===== config.mk =====
export PLATFORM = sky130hd
export DESIGN_NAME = uart_irq_unit
export DESIGN_NICKNAME = d
export VERILOG_FILES = /design/src/rtl/uart_irq_pkg.sv /design/src/rtl/uart_irq_status.sv /design/src/rtl/uart_irq_pending.sv /design/src/rtl/uart_irq_ctrl.sv /design/src/rtl/uart_irq_unit.sv
export SDC_FILE = /design/constraint.sdc
export NUM_CORES = 1
export LEC_CHECK = 0
export ABC_AREA = 1
export ABC_CLOCK_PERIOD_IN_PS = 1600
export CAP_MARGIN = 10
export CORE_ASPECT_RATIO = 1.5
export CORE_UTILIZATION = 40
export CTS_BUF_LIST = sky130_fd_sc_hd__clkbuf_8
export DETAILED_ROUTE_END_ITERATION = 8
export PLACE_DENSITY_LB_ADDON = 0.05
export SLEW_MARGIN = 20
export SYNTH_ARGS = -nofsm -noshare
export SYNTH_HDL_FRONTEND = slang
export SYNTH_SLANG_ARGS = --single-unit

===== constraint.sdc =====
create_clock -name clk_i -period 1.6 [get_ports clk_i]
set_input_delay 0.4 -clock clk_i [delete_from_list [all_inputs] [get_ports clk_i]]
set_output_delay 0.4 -clock clk_i [all_outputs]
set_load 0.02 [all_outputs]

===== src/rtl/uart_irq_pkg.sv =====
package uart_irq_pkg;

  localparam int REG_W = 14;

  // live status positions
  localparam int ST_RX_TRIG  = 0;
  localparam int ST_RX_EMPTY = 1;
  localparam int ST_RX_FULL  = 2;
  localparam int ST_TX_EMPTY = 3;
  localparam int ST_TX_FULL  = 4;
  localparam int ST_TX_TRIG  = 13;

  // pending positions beyond the mirrored low bits
  localparam int PD_RX_OVR   = 5;
  localparam int PD_FRAME    = 6;
  localparam int PD_PARITY   = 7;
  localparam int PD_TIMEOUT  = 8;
  localparam int PD_MODEM    = 9;
  localparam int PD_TX_TRIG  = 10;
  localparam int PD_TX_OVF   = 12;

  localparam int MIRROR_N    = 5;

  localparam logic [REG_W-1:0] PEND_IMPL = 14'h17FF;

  typedef enum logic [2:0] {
    SEL_MASK_SET  = 3'd0,
    SEL_MASK_CLR  = 3'd1,
    SEL_MASK_RO   = 3'd2,
    SEL_PEND_CLR  = 3'd3,
    SEL_RX_TRIG   = 3'd4,
    SEL_TX_TRIG   = 3'd5,
    SEL_SPARE6    = 3'd6,
    SEL_SPARE7    = 3'd7
  } wr_sel_e;

endpackage


===== src/rtl/uart_irq_status.sv =====
module uart_irq_status
  import uart_irq_pkg::*;
#(
  parameter int FIFO_DEPTH = 64,
  parameter int CNT_W      = 7,
  parameter int TRIG_W     = 6
) (
  input  logic [CNT_W-1:0]  rx_cnt_i,
  input  logic [CNT_W-1:0]  tx_cnt_i,
  input  logic [TRIG_W-1:0] rx_lvl_i,
  input  logic [TRIG_W-1:0] tx_lvl_i,
  output logic [REG_W-1:0]  live_o
);

  localparam logic [CNT_W-1:0] FULL_CNT = CNT_W'(FIFO_DEPTH);

  logic [CNT_W-1:0] rx_lvl_ext;
  logic [CNT_W-1:0] tx_lvl_ext;

  assign rx_lvl_ext = CNT_W'(rx_lvl_i);
  assign tx_lvl_ext = CNT_W'(tx_lvl_i);

  always_comb begin
    live_o              = '0;
    live_o[ST_RX_TRIG]  = (rx_cnt_i >= rx_lvl_ext);
    live_o[ST_RX_EMPTY] = (rx_cnt_i == '0);
    live_o[ST_RX_FULL]  = (rx_cnt_i == FULL_CNT);
    live_o[ST_TX_EMPTY] = (tx_cnt_i == '0);
    live_o[ST_TX_FULL]  = (tx_cnt_i == FULL_CNT);
    live_o[ST_TX_TRIG]  = (tx_cnt_i >= tx_lvl_ext);
  end

endmodule


===== src/rtl/uart_irq_pending.sv =====
module uart_irq_pending
  import uart_irq_pkg::*;
(
  input  logic             clk_i,
  input  logic             rst_ni,
  input  logic [REG_W-1:0] live_i,
  input  logic [REG_W-1:0] event_i,
  input  logic             clr_en_i,
  input  logic [REG_W-1:0] clr_bits_i,
  output logic [REG_W-1:0] pend_o
);

  logic [REG_W-1:0] set_vec;
  logic [REG_W-1:0] pend_d;
  logic [REG_W-1:0] pend_q;

  // low live bits land at the same positions, TX trigger moves
  always_comb begin
    set_vec = event_i;
    for (int i = 0; i < MIRROR_N; i++) begin
      set_vec[i] = set_vec[i] | live_i[i];
    end
    set_vec[PD_TX_TRIG] = set_vec[PD_TX_TRIG] | live_i[ST_TX_TRIG];
  end

  // set after clear so a fresh condition survives a simultaneous clear
  always_comb begin
    pend_d = pend_q;
    if (clr_en_i) begin
      pend_d = pend_d & ~clr_bits_i;
    end
    pend_d = (pend_d | set_vec) & PEND_IMPL;
  end

  always_ff @(posedge clk_i or negedge rst_ni) begin
    if (!rst_ni) begin
      pend_q <= '0;
    end else begin
      pend_q <= pend_d;
    end
  end

  assign pend_o = pend_q;

endmodule


===== src/rtl/uart_irq_ctrl.sv =====
module uart_irq_ctrl
  import uart_irq_pkg::*;
#(
  parameter int TRIG_W   = 6,
  parameter int TRIG_RST = 32
) (
  input  logic              clk_i,
  input  logic              rst_ni,
  input  logic              wr_en_i,
  input  wr_sel_e           wr_sel_i,
  input  logic [REG_W-1:0]  wr_data_i,
  output logic [REG_W-1:0]  mask_o,
  output logic [TRIG_W-1:0] rx_lvl_o,
  output logic [TRIG_W-1:0] tx_lvl_o
);

  localparam int N_LVL = 2;
  localparam logic [TRIG_W-1:0] LVL_RST = TRIG_W'(TRIG_RST);

  logic [REG_W-1:0] mask_d;
  logic [REG_W-1:0] mask_q;
  logic             mask_en;

  always_comb begin
    mask_d  = mask_q;
    mask_en = 1'b0;
    if (wr_en_i && (wr_sel_i == SEL_MASK_SET)) begin
      mask_d  = (mask_q | wr_data_i) & PEND_IMPL;
      mask_en = 1'b1;
    end else if (wr_en_i && (wr_sel_i == SEL_MASK_CLR)) begin
      mask_d  = mask_q & ~wr_data_i;
      mask_en = 1'b1;
    end
  end

  always_ff @(posedge clk_i or negedge rst_ni) begin
    if (!rst_ni) begin
      mask_q <= '0;
    end else if (mask_en) begin
      mask_q <= mask_d;
    end
  end

  assign mask_o = mask_q;

  logic [TRIG_W-1:0] lvl_q [N_LVL];

  for (genvar g = 0; g < N_LVL; g++) begin : g_lvl
    localparam wr_sel_e MY_SEL = (g == 0) ? SEL_RX_TRIG : SEL_TX_TRIG;
    logic lvl_en;
    assign lvl_en = wr_en_i && (wr_sel_i == MY_SEL);
    always_ff @(posedge clk_i or negedge rst_ni) begin
      if (!rst_ni) begin
        lvl_q[g] <= LVL_RST;
      end else if (lvl_en) begin
        lvl_q[g] <= wr_data_i[TRIG_W-1:0];
      end
    end
  end

  assign rx_lvl_o = lvl_q[0];
  assign tx_lvl_o = lvl_q[1];

endmodule


===== src/rtl/uart_irq_unit.sv =====
module uart_irq_unit
  import uart_irq_pkg::*;
#(
  parameter int FIFO_DEPTH = 64,
  parameter int CNT_W      = $clog2(FIFO_DEPTH + 1),
  parameter int TRIG_W     = $clog2(FIFO_DEPTH),
  parameter int TRIG_RST   = FIFO_DEPTH / 2
) (
  input  logic              clk_i,
  input  logic              rst_ni,
  input  logic [CNT_W-1:0]  rx_count_i,
  input  logic [CNT_W-1:0]  tx_count_i,
  input  logic              ev_rx_ovr_i,
  input  logic              ev_frame_i,
  input  logic              ev_parity_i,
  input  logic              ev_timeout_i,
  input  logic              ev_modem_i,
  input  logic              ev_tx_ovf_i,
  input  logic              wr_en_i,
  input  logic [2:0]        wr_sel_i,
  input  logic [13:0]       wr_data_i,
  output logic [13:0]       status_o,
  output logic [13:0]       mask_o,
  output logic [13:0]       pending_o,
  output logic [TRIG_W-1:0] rx_trig_o,
  output logic [TRIG_W-1:0] tx_trig_o,
  output logic              irq_o
);

  // reset synchronizer: asserts at once, releases after two edges
  logic rst_meta_n;
  logic rst_q_n;

  always_ff @(posedge clk_i or negedge rst_ni) begin
    if (!rst_ni) begin
      rst_meta_n <= 1'b0;
      rst_q_n    <= 1'b0;
    end else begin
      rst_meta_n <= 1'b1;
      rst_q_n    <= rst_meta_n;
    end
  end

  wr_sel_e          sel;
  logic [REG_W-1:0] ev_vec;
  logic [REG_W-1:0] live;
  logic [REG_W-1:0] pend;
  logic [REG_W-1:0] mask;
  logic             pend_clr;

  assign sel = wr_sel_e'(wr_sel_i);

  always_comb begin
    ev_vec             = '0;
    ev_vec[PD_RX_OVR]  = ev_rx_ovr_i;
    ev_vec[PD_FRAME]   = ev_frame_i;
    ev_vec[PD_PARITY]  = ev_parity_i;
    ev_vec[PD_TIMEOUT] = ev_timeout_i;
    ev_vec[PD_MODEM]   = ev_modem_i;
    ev_vec[PD_TX_OVF]  = ev_tx_ovf_i;
  end

  assign pend_clr = wr_en_i && (sel == SEL_PEND_CLR);

  uart_irq_status #(
    .FIFO_DEPTH (FIFO_DEPTH),
    .CNT_W      (CNT_W),
    .TRIG_W     (TRIG_W)
  ) i_status (
    .rx_cnt_i (rx_count_i),
    .tx_cnt_i (tx_count_i),
    .rx_lvl_i (rx_trig_o),
    .tx_lvl_i (tx_trig_o),
    .live_o   (live)
  );

  uart_irq_pending i_pending (
    .clk_i      (clk_i),
    .rst_ni     (rst_q_n),
    .live_i     (live),
    .event_i    (ev_vec),
    .clr_en_i   (pend_clr),
    .clr_bits_i (wr_data_i),
    .pend_o     (pend)
  );

  uart_irq_ctrl #(
    .TRIG_W   (TRIG_W),
    .TRIG_RST (TRIG_RST)
  ) i_ctrl (
    .clk_i     (clk_i),
    .rst_ni    (rst_q_n),
    .wr_en_i   (wr_en_i),
    .wr_sel_i  (sel),
    .wr_data_i (wr_data_i),
    .mask_o    (mask),
    .rx_lvl_o  (rx_trig_o),
    .tx_lvl_o  (tx_trig_o)
  );

  assign status_o  = live;
  assign mask_o    = mask;
  assign pending_o = pend;
  assign irq_o     = |(mask & pend);

endmodule


# --- Word level (Yosys, flattened, before mapping) ---
# Cells that the tools add are included.
op_classes:
  magnitude_cmp: 2
  eq_ne: 6
  muxes: 5
  bitwise_logic: 6
  reduce_logical: 11
op_table:
  columns: ["op", "count"]
  rows:
  - ["14-bit two-way mux", 2]
  - ["13-bit OR", 2]
  - ["14-bit by 13-bit AND with 14-bit output", 1]
  - ["14-bit AND", 1]
  - ["7-bit == test (second input constant)", 2]
  - ["7-bit by 6-bit >= comparator with 1-bit output", 2]
  - ["7-bit zero test", 2]
  - ["14-bit NOT", 1]
  - ["14-bit OR reduction", 1]
  - ["13-bit AND", 1]
  - ["13-bit two-way mux", 1]
  - ["3-bit == test (second input constant)", 2]
  - ["1-bit logical AND", 5]
  - ["3-bit by 1-bit == test with 1-bit output (second input constant)", 1]
  - ["3-bit by 2-bit == test with 1-bit output (second input constant)", 1]
  - ["3-bit zero test", 1]
  - ["1-bit two-way mux", 2]
  - ["2-bit AND reduction", 1]
  - ["2-bit nonzero test", 1]
word_totals:
  regBits: 40
  wordCells: 36

# --- Logic depth before layout (Yosys ltp) ---
# Gate-level depths: netlist of run 1.
logic_depth:
  ltp_word: 5
  mapped_depth: 8

# --- Cells and area by module ---
# A second synthesis of run 1 with hierarchy kept.
hier_totals:
  hier_cells: 318
  hier_area_um2: 2343.5
modules_own_cells:
  columns: ["mod", "instances", "cells_per_inst", "area_each_um2", "seq_area_each_um2"]
  rows:
  - ["uart_irq_ctrl", 1, 132, 1172.4, 653.1]
  - ["uart_irq_pending", 1, 64, 510.5, 300.3]
  - ["uart_irq_status", 1, 83, 467.9, 0.0]
  - ["uart_irq_unit", 1, 39, 192.7, 50.0]

# --- Least setup slack after synthesis of run 1 ---
# No wires, ideal clock.
synth_path:
  path_kind: "flip-flop to output port"
  startpoint: "reg i_ctrl.lvl_q (netlist bit i_ctrl.rx_lvl_o[5])"
  endpoint: "out status_o[0]"
  arrival_ns: 1.352
  setup_slack_ns: -0.152
  path_stages_with_launch: 6
  n_path_buf: 0
  path_cell_list: "dfstp_2 > inv_1 > ha_1 > or2_2 > a21oi_1 > nand2_1"
synth_between:
  elab_chain_cells: 1
synth_lines:
  columns: ["element", "line", "rtl"]
  rows:
  - ["start: declaration", "uart_irq_ctrl.sv:46", "logic [TRIG_W-1:0] lvl_q [N_LVL];"]
  - ["start signal: indexed assignment", "uart_irq_ctrl.sv:56", "lvl_q[g] <= wr_data_i[TRIG_W-1:0];"]
  - ["7-bit by 6-bit >= comparator with 1-bit output", "uart_irq_status.sv:25", "live_o[ST_RX_TRIG] = (rx_cnt_i >= rx_lvl_ext);"]
  - ["end: declaration", "uart_irq_unit.sv:22", "output logic [13:0] status_o,"]
# Every way passes these cells.

# --- Final worst setup path of run 1 ---
layout_path:
  startpoint: "reg i_ctrl.lvl_q (netlist bit i_ctrl.tx_lvl_o[5])"
  endpoint: "out status_o[13]"
layout_between:
  elab_chain_cells: 1
layout_lines:
  columns: ["element", "line", "rtl"]
  rows:
  - ["7-bit by 6-bit >= comparator with 1-bit output", "uart_irq_status.sv:30", "live_o[ST_TX_TRIG] = (tx_cnt_i >= tx_lvl_ext);"]
# Every way passes these cells.

==> results.txt, run 1 <==
----------------------------------------------------
[GRT]
  Number of antenna violations at the first check in global routing ... 0
  Largest net degree at the start of global routing ... 39
  GRT overflow ... 0
  GRT Resource Usage Total ... a little over a fifth
  Global-route wire length before repair ... between 9000 and 10,000 um
  Vias in the first global route ... 2,127

[Worst setup path]
  Crit path cell chain ... inv_2 -> ha_4 -> nor2_1 -> nand2_2 -> a21oi_4 -> nand2_2 -> buf_6
  R2R Setup Slk ... 70 ps
  FF-to-FF Start ... i_ctrl.tx_lvl_o[5]$_DFFE_PN1P_
  Critical Path Slowest Stage Cell ... sky130_fd_sc_hd__dfstp_2
  Setup crit end kind ... primary output
  Nature of the critical path startpoint ... flip-flop
  End of the worst register-to-register path ... i_pending.pend_o[10]$_DFF_PN0_
  Worst setup path start ... i_ctrl.tx_lvl_o[5]$_DFFE_PN1P_
  FF-to-FF path depth ... 9
  Required time reported for the critical path endpoint ... ~1200 ps
  Most prevalent standard cell on the critical path ... sky130_fd_sc_hd__nand2_2
  Critical path arrival ... about 1600 ps
  Largest incremental delay on the critical path ... 540 ps
  Crit path max fanout ... 2
  Classification of the worst setup path ... flip-flop to primary output

[Yosys]
  Post-synthesis share of cell area spent on xor and xnor gates ... 0%
  Synth warn ... 0
  Share of synthesized area occupied by flip-flops and latches ... 45.0%
  Area contributors post-synth ... sky130_fd_sc_hd__dfrtp_1 43%, sky130_fd_sc_hd__nand2_1 11%, sky130_fd_sc_hd__o21ai_2 8.6%, sky130_fd_sc_hd__inv_1 8.2%, sky130_fd_sc_hd__ha_1 6.7%
  Area share of the largest cell type after synthesis ... 42.6%
  Post-synthesis async set-or-reset flop share ... 100%
  Compound-cell area share of the yosys netlist ... 15.6%
  Count of flip-flops with a built-in enable after synthesis ... 0
  Synth Area in Simple Gates ... between 10% and 20%
  Cell types with the highest counts after synthesis ... 68 x sky130_fd_sc_hd__nand2_1, 49 x sky130_fd_sc_hd__inv_1, 38 x sky130_fd_sc_hd__dfrtp_1
  Post-synth top flop ... sky130_fd_sc_hd__dfrtp_1
  Number of distinct library cells after synthesis ... 21
  Cell with the most instances after synthesis ... sky130_fd_sc_hd__nand2_1
  Area share of fa/ha/maj cells after synthesis ... 6.73%
  Post-synthesis mux area share ... 0%
  Cell count after synthesis ... between 200 and 300
  Cell area after synthesis ... 2230 um2
  Dominant combinational cell family by area after synthesis ... simple AND/OR/NAND/NOR gates
  Synthesized flop and latch total ... 40
  Average footprint of a synthesized cell ... between 8 and 9 um2
  Dominant cell type by area after synthesis ... sky130_fd_sc_hd__dfrtp_1

[Place]
  Placer Congestion ... between 0.7 and 0.8
  Pre-CTS WS ... -899 ps
  Count of buffers inserted at the top-level ports ... 84
  DP Wirelength ... 4440 um
  Placed Area ... 3570 um2

[Finish]
  Final instance area ... around 3800 um2
  Fraction of final layout cells sized beyond drive strength 1 ... between 30 and 40%
  Count of nets after finishing ... 468
  Count of antenna diodes in the layout ... 0
  Layout overhead on the synthesized area ... 68.7%

[Die]
  Width of the chip ... ~63 um
  Vertical die dimension ... 93.5 um
  Initial core utilization ... 41.3%
  Num rows ... 33
  Area of the die ... approximately 5900 um2
  I/O Pins ... 95
  Placeable core area ... 5410 um2

[Power]
  Static leakage ... 2.00 nW
  Power per cell area ... about 870 nW/um2
  Sequential cell fraction of total power ... 37.5%
  Internal power of the cells ... 0.00215 W
  Switching power summed over all nets ... approximately 0.0011 W
  Relative contribution of the clock network to total power ... 20.7%
  Highest ir drop seen on vdd ... 0.000653 V
  Net switching share of the total power ... 34.4%
  Combinational share of power ... 41.8%

[Timing]
  Final Cycle Share ... 122%
  Final min period ... 1960 ps
  Total count of max-transition violations in the final report ... 0
  Top achievable clock speed ... 511 MHz
  Post-layout worst setup margin ... -357 ps
  Post-route clock skew ... between 2 and 3 ps
  Hold Vio Cnt, Final ... 0
  Setup TNS ... -712 ps
  RSZ-0062 raised after global routing ... yes
  Endpoints failing setup ... 2

[Clock network]
  Cts bufs inserted ... 5
  CTS HTree Levels ... 2
  Largest buffer count on any clock path ... 2
  CTS tree ... done
  Quantity of hold-fixing buffers added after cts ... 0
  Clk slew on worst S/H paths ... 70 ps
  Clock Latency Late Sink ... 290 ps
  Clk sink count ... 40
  CTS Root Buffer Type ... sky130_fd_sc_hd__clkbuf_8

[Status]
  Outcome ... complete, but fails checks
  Violated checks ... setup timing

[Detailed routing]
  DR vias/cell ... roughly 4.5
  Routed wire length ... roughly 6000 um
  Via count ... 2,178
  Top routing layer used ... met4
  Met2 wire len ... 3340 um
  Number of antenna-violating nets in the routed design ... 0
  Wire length on met3 ... 289 um
  First drt pass iteration count ... 4
  Detailed-routing wirelength on met1 ... 2320 um
  Violation count after the first detailed-routing iteration ... 39
  Wire length per cell ... between 10 and 15 um
  Residual DRC count ... 0

[Job]
  Total of max-cap violations ... 0

[Min path]
  Worst min path class ... input port to async pin

----------------------------------------------------
-- logic make-up (layout without fill, tap and decap cells) --
logic type | after synthesis | in the layout
AND/OR/NAND/NOR | 98 | 98
buffers and inverters | 65 | 204
other | 2 | 11
AO/OA/AOI/OAI | 52 | 52
adder cells (fa/ha/maj) | 12 | 12
flip-flops | 40 | 40
-- what timing repair did --
action                                  in CTS  in global routing
pin swaps                                   20                 16
setup buffers                                3                  2
endpoints found under the setup margin      45                 10
gates resized for setup                    126                 35
-- power by group through the flow --
stage                     clock (W)  combinational (W)  sequential, W
final                      0.000679            0.00137        0.00123
after global routing       0.000737            0.00151        0.00125
after CTS                  0.000698            0.00132        0.00123
after detailed placement          0            0.00136        0.00125
after global placement            0            0.00134        0.00124
after floorplan                   0           0.000458        0.00145
-- routing by layer --
metal / vias up / track usage (%)
met5: - / 0
met4: 0 / 7.56
met3: 7 / 4.27
met2: 60 / 40.2
met1: 997 / 23.6
li1: 1114 / -
-- worst max path at each step --
| stage | to | slack (ps) | cells after the start |
|---|---|---|---|
| floorplan | status_o[0] | -30 | 5 |
| global placement | status_o[0] | -880 | 10 |
| detailed placement | status_o[0] | -900 | 10 |
| CTS | status_o[0] | -370 | 6 |
| global route | status_o[13] | -430 | 7 |
| finish | status_o[13] | -360 | 7 |
-- final cells by class --
class / instances / area (um2)
fill: 481 / 1640
sequential: 40 / 1000
inverter: 51 / 194
multi-input combinational: 173 / 1140
tap: 70 / 87.6
timing repair buffer: 145 / 1250
clock inverter: 2 / 7.51
clock buffer: 6 / 82.6
-- critical path: cells and delay by family (launching register included) --
family | cells | cell delay (ps)
fa+ha+maj | 1 | 140
simple gates | 3 | 280
flops | 1 | 540
buf+inv | 2 | 160
compound gates | 1 | 140
-- through the flow --
| step | instances | hold WS, ps | util [%] | power [W] |
|---|---|---|---|---|
| 6_report | 487 | 265 | 69.6 | 0.00328 |
| 5_1_grt | 487 | 256 | 69.6 | 0.00349 |
| 4_1_cts | 485 | 262 | 68.1 | 0.00325 |
| 3_5_place_dp | 474 | 320 | 65.9 | 0.00261 |
| 3_3_place_gp | 474 | 309 | 65.9 | 0.00259 |
| 2_1_floorplan | 278 | 104 | - | 0.00191 |
-- placed cells by master, fill, tap and decap left out, types with 7 or more instances in the layout --
master | Yosys | final
sky130_fd_sc_hd__inv_2 | 2 | 12
sky130_fd_sc_hd__dfrtp_1 | 38 | 38
sky130_fd_sc_hd__nand2_2 | 1 | 12
sky130_fd_sc_hd__clkdlybuf4s50_1 | 0 | 25
sky130_fd_sc_hd__nand2_1 | 68 | 55
sky130_fd_sc_hd__o21ai_1 | 9 | 9
sky130_fd_sc_hd__ha_1 | 12 | 7
sky130_fd_sc_hd__nor2_1 | 14 | 9
sky130_fd_sc_hd__inv_1 | 49 | 40
sky130_fd_sc_hd__conb_1 | 2 | 11
sky130_fd_sc_hd__buf_6 | 3 | 9
sky130_fd_sc_hd__o21ai_0 | 15 | 15
sky130_fd_sc_hd__buf_4 | 11 | 57
sky130_fd_sc_hd__dlygate4sd2_1 | 0 | 42
sky130_fd_sc_hd__o21ai_2 | 22 | 22
No activity file was read; power rests on OpenSTA's default activity.
==> run 2: changes to the inputs <==
Settings changed: ABC_CLOCK_PERIOD_IN_PS 1600 to 2500, CORE_UTILIZATION 40 to 47.
Clock period 1.6 ns to 2.5 ns, I/O delays scaled along.
==> run 2 against run 1 <==
The run still ends with setup timing left. Sequential power is 34% lower. Utilization increased by 3.8 points. Total power is 40% lower. Critical path depth decreased by 1. Sequential cell count stayed put. Via count fell by 7.6%. Register-to-register slack improved by 190 ps.
==> results.txt, run 2 (same netlist as run 1, synthesis figures left out) <==
----------------------------------------------------
[GRT]
  GRT Resource Usage Total ... 23.5% (was 21.5%)
  GR Util met3 ... 4.93% (was 4.27%)
  Largest net degree at the start of global routing ... 39 (unchanged)
  Global-route wire length before repair ... 8890 um (was 9630 um)
  Vias in the first global route ... 2,055 (was 2,127)
  GRT overflow ... 0 (unchanged)
  GR Util met1 ... 24.8% (was 23.6%)
  Number of antenna violations at the first check in global routing ... 0 (unchanged)
  GR Util met2 ... 44.7% (was 40.2%)
  Routing layer with the top usage in global route ... met2 (unchanged)

[Worst setup path]
  End of the worst register-to-register path ... i_pending.pend_o[0]$_DFF_PN0_ (was i_pending.pend_o[10]$_DFF_PN0_)
  Classification of the worst setup path ... input port to primary output (was flip-flop to primary output)
  Nature of the critical path startpoint ... input port (was flip-flop)
  Required time reported for the critical path endpoint ... 1880 ps (was 1200 ps)
  Crit path max fanout ... 2 (unchanged)
  FF-to-FF Start ... i_ctrl.rx_lvl_o[5]$_DFFE_PN1P_ (was i_ctrl.tx_lvl_o[5]$_DFFE_PN1P_)
  Worst setup path start ... rx_count_i[5] (was i_ctrl.tx_lvl_o[5]$_DFFE_PN1P_)
  FF-to-FF path depth ... 14 (was 9)
  Capturing instance or port of the critical path ... status_o[0] (was status_o[13])
  Setup crit end kind ... primary output (unchanged)
  R2R Setup Slk ... 260 ps (was 70 ps)
  Critical path arrival ... 1890 ps (was 1560 ps)

[Finish]
  Footprint of the flip-flops and latches ... 1000 um2 (unchanged)
  Total area of multi-input combinational cells ... 997 um2 (was 1140 um2)
  Layout overhead on the synthesized area ... 49.3% (was 68.7%)
  Fraction of final layout cells sized beyond drive strength 1 ... 19.7% (was 37.6%)
  Count of antenna diodes in the layout ... 0 (unchanged)
  Commonest non-fill, non-tap cells in the layout ... 76 x sky130_fd_sc_hd__clkdlybuf4s50_1, 67 x sky130_fd_sc_hd__nand2_1, 49 x sky130_fd_sc_hd__inv_1 (was 57 x sky130_fd_sc_hd__buf_4, 55 x sky130_fd_sc_hd__nand2_1, 42 x sky130_fd_sc_hd__dlygate4sd2_1)
  Commonest non-fill, non-tap cell in the layout ... sky130_fd_sc_hd__clkdlybuf4s50_1 (was sky130_fd_sc_hd__buf_4)
  Number of fillers in the final layout ... 379 (was 481)
  Count of nets after finishing ... 426 (was 468)

[Power]
  Total Power Consumption ... 0.00197 W (was 0.00328 W)
  Static leakage ... 1.70 nW (was 2.00 nW)
  Power per cell area ... 592 nW/um2 (was 870 nW/um2)
  Highest ir drop seen on vdd ... 0.000427 V (was 0.000653 V)

[Detailed routing]
  Number of antenna-violating nets in the routed design ... 0 (unchanged)
  First drt pass iteration count ... 4 (unchanged)
  Wire length per cell ... 12.4 um (about the same)
  Via count ... 2,013 (was 2,178)
  Routed wire length ... 5420 um (was 6030 um)
  Violation count after the first detailed-routing iteration ... 80 (was 39)
  DR vias/cell ... 4.59 (was 4.47)
  Residual DRC count ... 0 (unchanged)

[Die]
  Area of the die ... 5030 um2 (was 5890 um2)
  Initial core utilization ... 49.1% (was 41.3%)
  Vertical die dimension ... 86.4 um (was 93.5 um)
  Width of the chip ... 58.3 um (was 63.0 um)
  Num rows ... 30 (was 33)
  I/O Pins ... 95 (unchanged)
  Placeable core area ... 4540 um2 (was 5410 um2)

[Clock network]
  CTS tree ... done (unchanged)
  Largest buffer count on any clock path ... 2 (unchanged)
  CTS HTree Levels ... 2 (unchanged)
  Cts bufs inserted ... 5 (unchanged)
  Clk slew on worst S/H paths ... 70 ps (about the same)
  Clock Latency Late Sink ... 280 ps (was 290 ps)
  Clk sink count ... 40 (unchanged)
  CTS Root Buffer Type ... sky130_fd_sc_hd__clkbuf_8 (unchanged)

[Place]
  DP Wirelength ... 4060 um (was 4440 um)
  Count of buffers inserted at the top-level ports ... 84 (unchanged)
  Placer Congestion ... 0.766 (was 0.750)

[Timing]
  Top achievable clock speed ... 398 MHz
  Hold Vio Cnt, Final ... 0 (unchanged)
  Post-layout worst setup margin ... -14.5 ps (was -357 ps)
  Final min period ... 2510 ps
  Final Cycle Share ... 101%
  Final hold slack ... 290 ps (was 265 ps)
  Post-route clock skew ... 4.59 ps (was 2.65 ps)
  Endpoints failing setup ... 1 (was 2)
  Total count of max-transition violations in the final report ... 0 (unchanged)
  RSZ-0062 raised after global routing ... yes (unchanged)

[Job]
  Total of max-cap violations ... 0 (unchanged)

[Status]
  Violated checks ... setup timing (unchanged)
  Outcome ... complete, but fails checks (unchanged)

[Min path]
  Worst min path class ... flip-flop to async pin (was input port to async pin)

----------------------------------------------------
## run 2: critical path: stages
cell,delay (ps)
sky130_fd_sc_hd__clkdlybuf4s50_1,430
sky130_fd_sc_hd__ha_1,200
sky130_fd_sc_hd__or2_2,280
sky130_fd_sc_hd__a21oi_2,140
sky130_fd_sc_hd__nand2_1,80
sky130_fd_sc_hd__buf_6,130
## run 2: routing by layer
| layer | up-vias | share of wire [%] |
|---|---|---|
| met5 | - | 0 |
| met4 | 0 | 1.8 |
| met3 | 7 | 5.8 |
| met2 | 65 | 55 |
| met1 | 914 | 38 |
| li1 | 1027 | - |
## run 2: cell type report
type / count / area share, %
clock buffer: 6 / 2.48
tap: 64 / 2.40
multi-input combinational: 173 / 29.9
sequential: 40 / 30.1
inverter: 51 / 5.74
timing repair buffer: 103 / 29.1
clock inverter: 2 / 0.225
## run 2: timing repair
action,4_1_cts,5_1_grt
gates cloned,0,0
setup buffers,7,1
endpoints found under the setup margin,6,7
hold buffers,0,0
endpoints found under the hold margin,0,0
pin swaps,3,6
gates resized for setup,23,15
## run 2: report_power, final
group	leakage, nW	switching [W]	internal, W	total, W
registers	0.473	0.0000741	0.000738	0.000812
clock network	0.0538	0.000211	0.000217	0.000427
logic	1.17	0.000377	0.000357	0.000735
total	1.70	0.000662	0.00131	0.00197
## run 2: per-stage QoR
stage / area, um2 / cells / utilization, % / worst slack [ps] / setup TNS (ps)
finish: 3330 / 439 / 73.4 / -14.5 / -14.5
global route: 3330 / 439 / 73.4 / -67.9 / -118
CTS: 3300 / 438 / 72.7 / -3.28 / -3.28
detailed placement: 3150 / 423 / 69.4 / -423 / -2060
global placement: 3150 / 423 / 69.4 / -397 / -2010
floorplan: 2270 / 278 / - / 522 / 0
## run 2: how the worst min path moves through the flow
| stage | startpoint | end | slack [ps] | cells after the start |
|---|---|---|---|---|
| 2_1_floorplan | rst_ni | rst_meta_n$_DFF_PN0_ | 330 | 0 |
| 3_3_place_gp | rst_q_n$_DFF_PN0_ | i_ctrl.mask_o[11]$_DFFE_PN0P_ | 300 | 1 |
| 3_5_place_dp | rst_q_n$_DFF_PN0_ | i_ctrl.mask_o[11]$_DFFE_PN0P_ | 310 | 1 |
| 4_1_cts | rst_q_n$_DFF_PN0_ | i_ctrl.mask_o[11]$_DFFE_PN0P_ | 320 | 1 |
| 5_1_grt | rst_q_n$_DFF_PN0_ | i_ctrl.mask_o[13]$_DFFE_PN0P_ | 360 | 1 |
| 6_report | rst_q_n$_DFF_PN0_ | i_ctrl.mask_o[11]$_DFFE_PN0P_ | 290 | 1 |
==> run 3: changes to the inputs <==
Settings changed: CAP_MARGIN 10 to 40.
==> results of run 3 <==
No change in the layout: final DEF, timing and power equal those of run 2.
